[src/rtl/align_pkg.sv]
// Package: shared state encoding for the frame start aligner.
// Assumes: nothing; types only.
package align_pkg;
    typedef enum logic [1:0] {
        ST_ARMED = 2'd0,
        ST_COUNT = 2'd1,
        ST_DONE  = 2'd2,
        ST_FAULT = 2'd3
    } align_state_e;
endpackage

[src/rtl/pulse_sync.sv]
// Module: pulse_sync
// Carries each lane's raw pulse through a chain of STAGES flops into clk.
// Assumes: pulses are at least one clk cycle wide once they reach this domain.
module pulse_sync #(
    parameter int LANES  = 4,
    parameter int STAGES = 2
) (
    input  logic             clk,
    input  logic             rst_n,
    input  logic [LANES-1:0] raw_i,
    output logic [LANES-1:0] sync_o
);
    logic [LANES-1:0] chain_q [STAGES];

    generate
        for (genvar g = 0; g < STAGES; g++) begin : g_stage
            // Purpose: shift one stage of the synchronizer chain.
            always_ff @(posedge clk) begin
                if (!rst_n) begin
                    chain_q[g] <= '0;
                end else if (g == 0) begin
                    chain_q[g] <= raw_i;
                end else begin
                    chain_q[g] <= chain_q[(g > 0) ? g-1 : 0];
                end
            end
        end
    endgenerate

    assign sync_o = chain_q[STAGES-1];
endmodule

[src/rtl/arrival_tracker.sv]
// Module: arrival_tracker
// Remembers which enabled lanes have delivered a pulse in the current attempt.
// Assumes: track_i is high only while armed or counting; clear_i wins over track_i.
module arrival_tracker #(
    parameter int LANES = 4
) (
    input  logic             clk,
    input  logic             rst_n,
    input  logic [LANES-1:0] pulse_i,
    input  logic [LANES-1:0] en_i,
    input  logic             track_i,
    input  logic             clear_i,
    output logic             any_new_o,
    output logic             all_prev_o,
    output logic             all_now_o
);
    logic [LANES-1:0] seen_q;
    logic [LANES-1:0] hit;
    logic [LANES-1:0] merged;

    // Purpose: qualify this cycle's pulses with the enable mask.
    always_comb begin
        hit        = pulse_i & en_i;
        merged     = seen_q | hit;
        any_new_o  = |hit;
        all_prev_o = ((seen_q & en_i) == en_i);
        all_now_o  = ((merged & en_i) == en_i);
    end

    // Purpose: accumulate arrivals; drop them on resync.
    always_ff @(posedge clk) begin
        if (!rst_n || clear_i) begin
            seen_q <= '0;
        end else if (track_i) begin
            seen_q <= merged;
        end
    end

    // the arrival mask only grows within an attempt
    a_r7_seen_grows: assert property (@(posedge clk) disable iff (!rst_n)
        !clear_i |=> ((seen_q & $past(seen_q)) == $past(seen_q)));

    // a lane that was disabled cannot newly enter the mask
    a_r5_masked_lane_silent: assert property (@(posedge clk) disable iff (!rst_n)
        !clear_i |=> ((seen_q & ~$past(seen_q) & ~$past(en_i)) == '0));
endmodule

[src/rtl/align_ctrl.sv]
// Module: align_ctrl
// Runs the two-speed down-counter, the skew limit check and the attempt state.
// Assumes: arrival flags come from arrival_tracker in the same cycle.
module align_ctrl
    import align_pkg::*;
#(
    parameter int HALF_DEPTH = 12,
    parameter int MAX_SKEW   = 18
) (
    input  logic         clk,
    input  logic         rst_n,
    input  logic         resync_i,
    input  logic         any_new_i,
    input  logic         all_prev_i,
    input  logic         all_now_i,
    output align_state_e state_o,
    output logic         start_o,
    output logic         err_o
);
    localparam int FULL = 2 * HALF_DEPTH;
    localparam int CW   = $clog2(FULL + 1) + 2;
    localparam int EW   = $clog2(MAX_SKEW + 2) + 1;
    localparam logic signed [CW-1:0] FULL_V = CW'(FULL);

    align_state_e           state_q;
    logic signed [CW-1:0]   cnt_q;
    logic signed [CW-1:0]   step_s;
    logic signed [CW-1:0]   cnt_nxt;
    logic        [EW-1:0]   elapsed_q;
    logic        [EW-1:0]   elapsed_nxt;
    logic                   too_wide;

    // Purpose: choose the step and form next counter and skew age.
    always_comb begin
        step_s      = all_now_i ? CW'(2) : CW'(1);
        cnt_nxt     = ((state_q == ST_ARMED) ? FULL_V : cnt_q) - step_s;
        elapsed_nxt = elapsed_q + EW'(1);
        too_wide    = !all_prev_i && (elapsed_nxt > EW'(MAX_SKEW));
    end

    // Purpose: sequence armed -> counting -> done/fault, with resync override.
    always_ff @(posedge clk) begin
        if (!rst_n) begin
            state_q   <= ST_ARMED;
            cnt_q     <= '0;
            elapsed_q <= '0;
            start_o   <= 1'b0;
            err_o     <= 1'b0;
        end else begin
            start_o <= 1'b0;
            if (resync_i) begin
                state_q   <= ST_ARMED;
                err_o     <= 1'b0;
                elapsed_q <= '0;
            end else begin
                unique case (state_q)
                    ST_ARMED: begin
                        if (any_new_i) begin
                            elapsed_q <= '0;
                            cnt_q     <= cnt_nxt;
                            if (cnt_nxt <= 0) begin
                                state_q <= ST_DONE;
                                start_o <= 1'b1;
                            end else begin
                                state_q <= ST_COUNT;
                            end
                        end
                    end
                    ST_COUNT: begin
                        elapsed_q <= elapsed_nxt;
                        if (too_wide) begin
                            state_q <= ST_FAULT;
                            err_o   <= 1'b1;
                        end else begin
                            cnt_q <= cnt_nxt;
                            if (cnt_nxt <= 0) begin
                                state_q <= ST_DONE;
                                start_o <= 1'b1;
                            end
                        end
                    end
                    default: ;
                endcase
            end
        end
    end

    assign state_o = state_q;

    // counter falls on every counting cycle
    a_r3_count_descends: assert property (@(posedge clk) disable iff (!rst_n)
        (state_q == ST_COUNT && $past(state_q) == ST_COUNT) |-> (cnt_q < $past(cnt_q)));

    // strobe lasts one cycle
    a_r4_start_single: assert property (@(posedge clk) disable iff (!rst_n)
        start_o |=> !start_o);

    // error persists until resync
    a_r6_err_holds: assert property (@(posedge clk) disable iff (!rst_n)
        (err_o && !resync_i) |=> err_o);

    // error and strobe never coincide
    a_r6_err_no_start: assert property (@(posedge clk) disable iff (!rst_n)
        err_o |-> !start_o);

    // finished attempt stays quiet
    a_r7_done_quiet: assert property (@(posedge clk) disable iff (!rst_n)
        (state_q == ST_DONE && !resync_i) |=> !start_o);

    // resync re-arms and clears flags
    a_r8_resync_rearms: assert property (@(posedge clk) disable iff (!rst_n)
        resync_i |=> (!err_o && !start_o && state_q == ST_ARMED));
endmodule

[src/rtl/frame_align_sync.sv]
// Module: frame_align_sync (top)
// Synchronizes lane frame pulses and emits a common start-of-read strobe
// centred on the arrival spread, or an error when the spread is too wide.
// Assumes: one pulse per lane per attempt; mask steady while counting.
module frame_align_sync
    import align_pkg::*;
#(
    parameter int LANES       = 4,
    parameter int HALF_DEPTH  = 12,
    parameter int MAX_SKEW    = 18,
    parameter int SYNC_STAGES = 2
) (
    input  logic             clk,
    input  logic             rst_n,
    input  logic [LANES-1:0] lane_pulse_i,
    input  logic [LANES-1:0] lane_en_i,
    input  logic             resync_i,
    output logic             start_o,
    output logic             err_o
);
    logic [LANES-1:0] pulse_s;
    logic             any_new;
    logic             all_prev;
    logic             all_now;
    logic             tracking;
    align_state_e     state;

    pulse_sync #(.LANES(LANES), .STAGES(SYNC_STAGES)) u_sync (
        .clk    (clk),
        .rst_n  (rst_n),
        .raw_i  (lane_pulse_i),
        .sync_o (pulse_s)
    );

    // Purpose: record arrivals only while an attempt is open.
    assign tracking = (state == ST_ARMED) || (state == ST_COUNT);

    arrival_tracker #(.LANES(LANES)) u_track (
        .clk        (clk),
        .rst_n      (rst_n),
        .pulse_i    (pulse_s),
        .en_i       (lane_en_i),
        .track_i    (tracking),
        .clear_i    (resync_i),
        .any_new_o  (any_new),
        .all_prev_o (all_prev),
        .all_now_o  (all_now)
    );

    align_ctrl #(.HALF_DEPTH(HALF_DEPTH), .MAX_SKEW(MAX_SKEW)) u_ctrl (
        .clk        (clk),
        .rst_n      (rst_n),
        .resync_i   (resync_i),
        .any_new_i  (any_new),
        .all_prev_i (all_prev),
        .all_now_i  (all_now),
        .state_o    (state),
        .start_o    (start_o),
        .err_o      (err_o)
    );
endmodule

[config.mk]
export PLATFORM = sky130hd
export DESIGN_NAME = frame_align_sync
export DESIGN_NICKNAME = d
export VERILOG_FILES = /design/src/rtl/align_pkg.sv /design/src/rtl/pulse_sync.sv /design/src/rtl/arrival_tracker.sv /design/src/rtl/align_ctrl.sv /design/src/rtl/frame_align_sync.sv
export SDC_FILE = /design/constraint.sdc
export NUM_CORES = 1
export LEC_CHECK = 0
export CORE_MARGIN = 4
export CORE_UTILIZATION = 61
export DETAILED_ROUTE_END_ITERATION = 8
export GPL_ROUTABILITY_DRIVEN = 0
export PLACE_DENSITY = 0.85
export SLEW_MARGIN = 15
export SYNTH_ARGS = -nofsm -noshare
export SYNTH_HDL_FRONTEND = slang
export SYNTH_HIERARCHICAL = 1
export SYNTH_SLANG_ARGS = --single-unit
[constraint.sdc]
create_clock -name clk -period 8.12 [get_ports clk]
set_clock_uncertainty 0.1 [all_clocks]
set_input_delay 1.624 -clock clk [delete_from_list [all_inputs] [get_ports clk]]
set_output_delay 1.624 -clock clk [all_outputs]
set_load 0.02 [all_outputs]
==> flow_metrics.env <==
export IMPL_status="finished clean"
export IMPL_cts_setup_buffers=0
export IMPL_die_h_microns=57.9
export IMPL_synth_seq_area_share_pct=38.3
export IMPL_drtPass1Iterations=4
export IMPL_fin_nets=205
export IMPL_drt_initial_drc_count=47
export IMPL_worstPathMaxFanout=6
export IMPL_mostFrequentLayoutCells="dfxtp_1 (29), nor2_1 (24), nand2_1 (17), clkdlybuf4s50_1 (12), a21oi_1 (11)"
export IMPL_die_x_microns=57.9
export IMPL_hold_buffers=0
export IMPL_crit_chain="clkdlybuf4s50_1 -> nor3b_1 -> a2111oi_2 -> inv_1 -> ha_1 -> fa_1 -> nand2_1 -> or3_1 -> xor2_1 -> o41ai_1 -> a311oi_1"
export IMPL_drc=0
export IMPL_min_period_ns=4.26
export IMPL_track_usage_pct=20.3
export IMPL_cpLargestDelayFamily="compound AO/OA/AOI/OAI gates"
export IMPL_final_common_cell="dfxtp_1"
export IMPL_final_cells=217
export IMPL_p_leak_nw=0.634
export IMPL_wl_microns=3060
export IMPL_clk_pin_slew_ns=0.09
export IMPL_root_buffer="clkbuf_4"
export IMPL_rsz0062_at_grt="no"
export IMPL_cp_end_kind="flip-flop"
export IMPL_cp_arrival_ns=4.40
export IMPL_grt_max_degree=20
export IMPL_syn_inst=176
export IMPL_async_reset_ff_share_pct=0
export IMPL_yosysWarnings=6
export IMPL_netlist_area_sq_um=1520
export IMPL_setup_tns_ns=0
export IMPL_core_area_sq_um=2300
export IMPL_viasPerCell=5.90
export IMPL_syn_nets=192
export IMPL_rrSetupSlack_ns=5.31
export IMPL_tightestPinTransition_ns=0.643
export IMPL_ys_types=46
export IMPL_max_freq_mhz=235
export IMPL_diodes=0
export IMPL_synth_main_ff_cell="dfxtp_1"
export IMPL_synth_avg_cell_area_sq_um=8.62
export IMPL_num_vias=1280
export IMPL_p_per_area_nw_per_um2=173
export IMPL_grt_pass1_vias=1291
export IMPL_ir_drop_mv=0.148
export IMPL_cts_tree="done"
export IMPL_yosys_register_bits=29
export IMPL_p_total_w=0.000293
export IMPL_hold_path_class="reg2reg"
export IMPL_worstPathRequired_ns=8.26
export IMPL_grt_pass1_wl_microns=5320
export IMPL_cp_start_kind="input port"
export IMPL_grt_ovfl_total=0
export IMPL_h_tree_depth=2
export IMPL_cts_resized=0
export IMPL_cpPeakStageDelay_ns=0.48
export IMPL_placed_cells_incl_taps=210
export IMPL_cpMaxStageDelayCell="a2111oi_2"
export IMPL_dieArea_sq_um=3350
export IMPL_fill_cells=184
export IMPL_wl_per_cell_microns=14.1
export IMPL_cts_sinks=29
export IMPL_io_pins=13
export IMPL_clk_latency_ns=0.32
export IMPL_final_hold_violation_count=0
export IMPL_cts_buffers=5
export IMPL_synth_edff_count=0
export IMPL_clk_path_buf_depth=2
export IMPL_rows=17
export IMPL_hpwl_microns=2290
export IMPL_worst_path_buf_inv=2
export IMPL_fin_crit_sh_pct=52.5
export IMPL_finalWorstSetupSlack_ns=3.86
export IMPL_holdWs_ns=0.341
export IMPL_worst_setup_path_type="in2reg"
export IMPL_start_util_pct=66.0
export IMPL_maxCapViolCount=0
export IMPL_dp_slack_ns=3.50
export IMPL_io_buffers=12
export IMPL_setup_violations_final=0
export IMPL_drv_slew=0
export IMPL_antenna_found_initial=0
export IMPL_drive_gt1_share_pct=10.6
export IMPL_slew_headroom_pct=56.7
export IMPL_areaGrowthSynthToFinish_pct=11.4
export IMPL_ant_nets=0
metrics by stage:
stage          cell area, sq um  util [%]
2_1_floorplan              1520         -
3_5_place_dp               1630      71.1
5_1_grt                    1690      73.5
6_report                   1690      73.5
4_1_cts                    1690      73.5
3_3_place_gp               1630      71.1
synth_stat cells (all sizes together), types with 3 or more instances:
cell type / count / area [sq um]
a21oi: 12 / 63.8
nand3: 3 / 15.0
nor2: 24 / 90.1
clkbuf: 3 / 11.3
a22oi: 4 / 30.0
ha: 4 / 50.1
nand2: 17 / 63.8
and2: 9 / 56.3
dfxtp: 29 / 581
a31oi: 5 / 37.5
buf: 3 / 26.3
inv: 9 / 33.8
nor2b: 6 / 45.0
xor2: 3 / 26.3
nor3b: 4 / 30.0
o21ai: 5 / 25.0
final timing paths:
| check | cells after the start | from | end |
|---|---|---|---|
| setup / recovery | 11 | lane_en_i[1] | u_ctrl/state_o[0] |
| hold / removal | 1 | u_sync/chain_q[0][0] | u_sync/chain_q[1][0] |
| setup reg to reg | 10 | u_track/seen_q[0] | u_ctrl/state_o[0] |
| hold reg to reg | 1 | u_sync/chain_q[0][0] | u_sync/chain_q[1][0] |
final cells by class:
type / count / area (sq um) / share of cell area (%)
Clock buffer: 7 / 55.1 / 3.26
Inverter: 9 / 33.8 / 2.00
Multi-Input combinational cell: 132 / 865 / 51.2
Sequential cell: 29 / 581 / 34.4
Tap cell: 28 / 35.0 / 2.07
Timing Repair Buffer: 12 / 120 / 7.11
per-layer routing:
layer  GRT usage (%)  vias to the layer above  wire, microns
li1                -                      648              -
met1            22.5                      592           1320
met2            36.3                       30           1550
met3            4.90                       10            133
met4            9.60                        0             60
met5               0                        -              0
power breakdown:
part	switching (W)	leakage [nW]	internal, W
registers	0.00000626	0.237	0.000148
logic	0.0000266	0.366	0.0000229
clock network	0.0000478	0.0314	0.0000408
total	0.0000807	0.634	0.000212
cells by family after synthesis:
group	Yosys count	share of synthesized area [%]
and+or+nand+nor	76	25.4
AOI/OAI and AO/OA	46	23.8
DFF	29	38.3
buffers and inverters	15	4.70
adders and majority gates	5	4.62
xor gates and xnor gates	3	1.73
muxes	2	1.49
registers in the layout (all words and copies together), names as in the netlist:
signal            flops
u_ctrl/state_o        2
u_ctrl/cnt_q          7
u_sync/chain_q        8
u_ctrl/start_o        1
u_track/seen_q        4
u_ctrl/elapsed_q      6
u_ctrl/err_o          1
worst reg2reg max path, delay by kind of cell (launching register included):
kind	cells	cell delay (ns)
and+or+nand+nor	3	0.36
DFF	1	0.40
buffers and inverters	1	0.12
xor gates and xnor gates	1	0.21
AOI/OAI and AO/OA	3	0.84
adders and majority gates	2	0.71
Note: power is estimated with default switching activity, not from simulation.
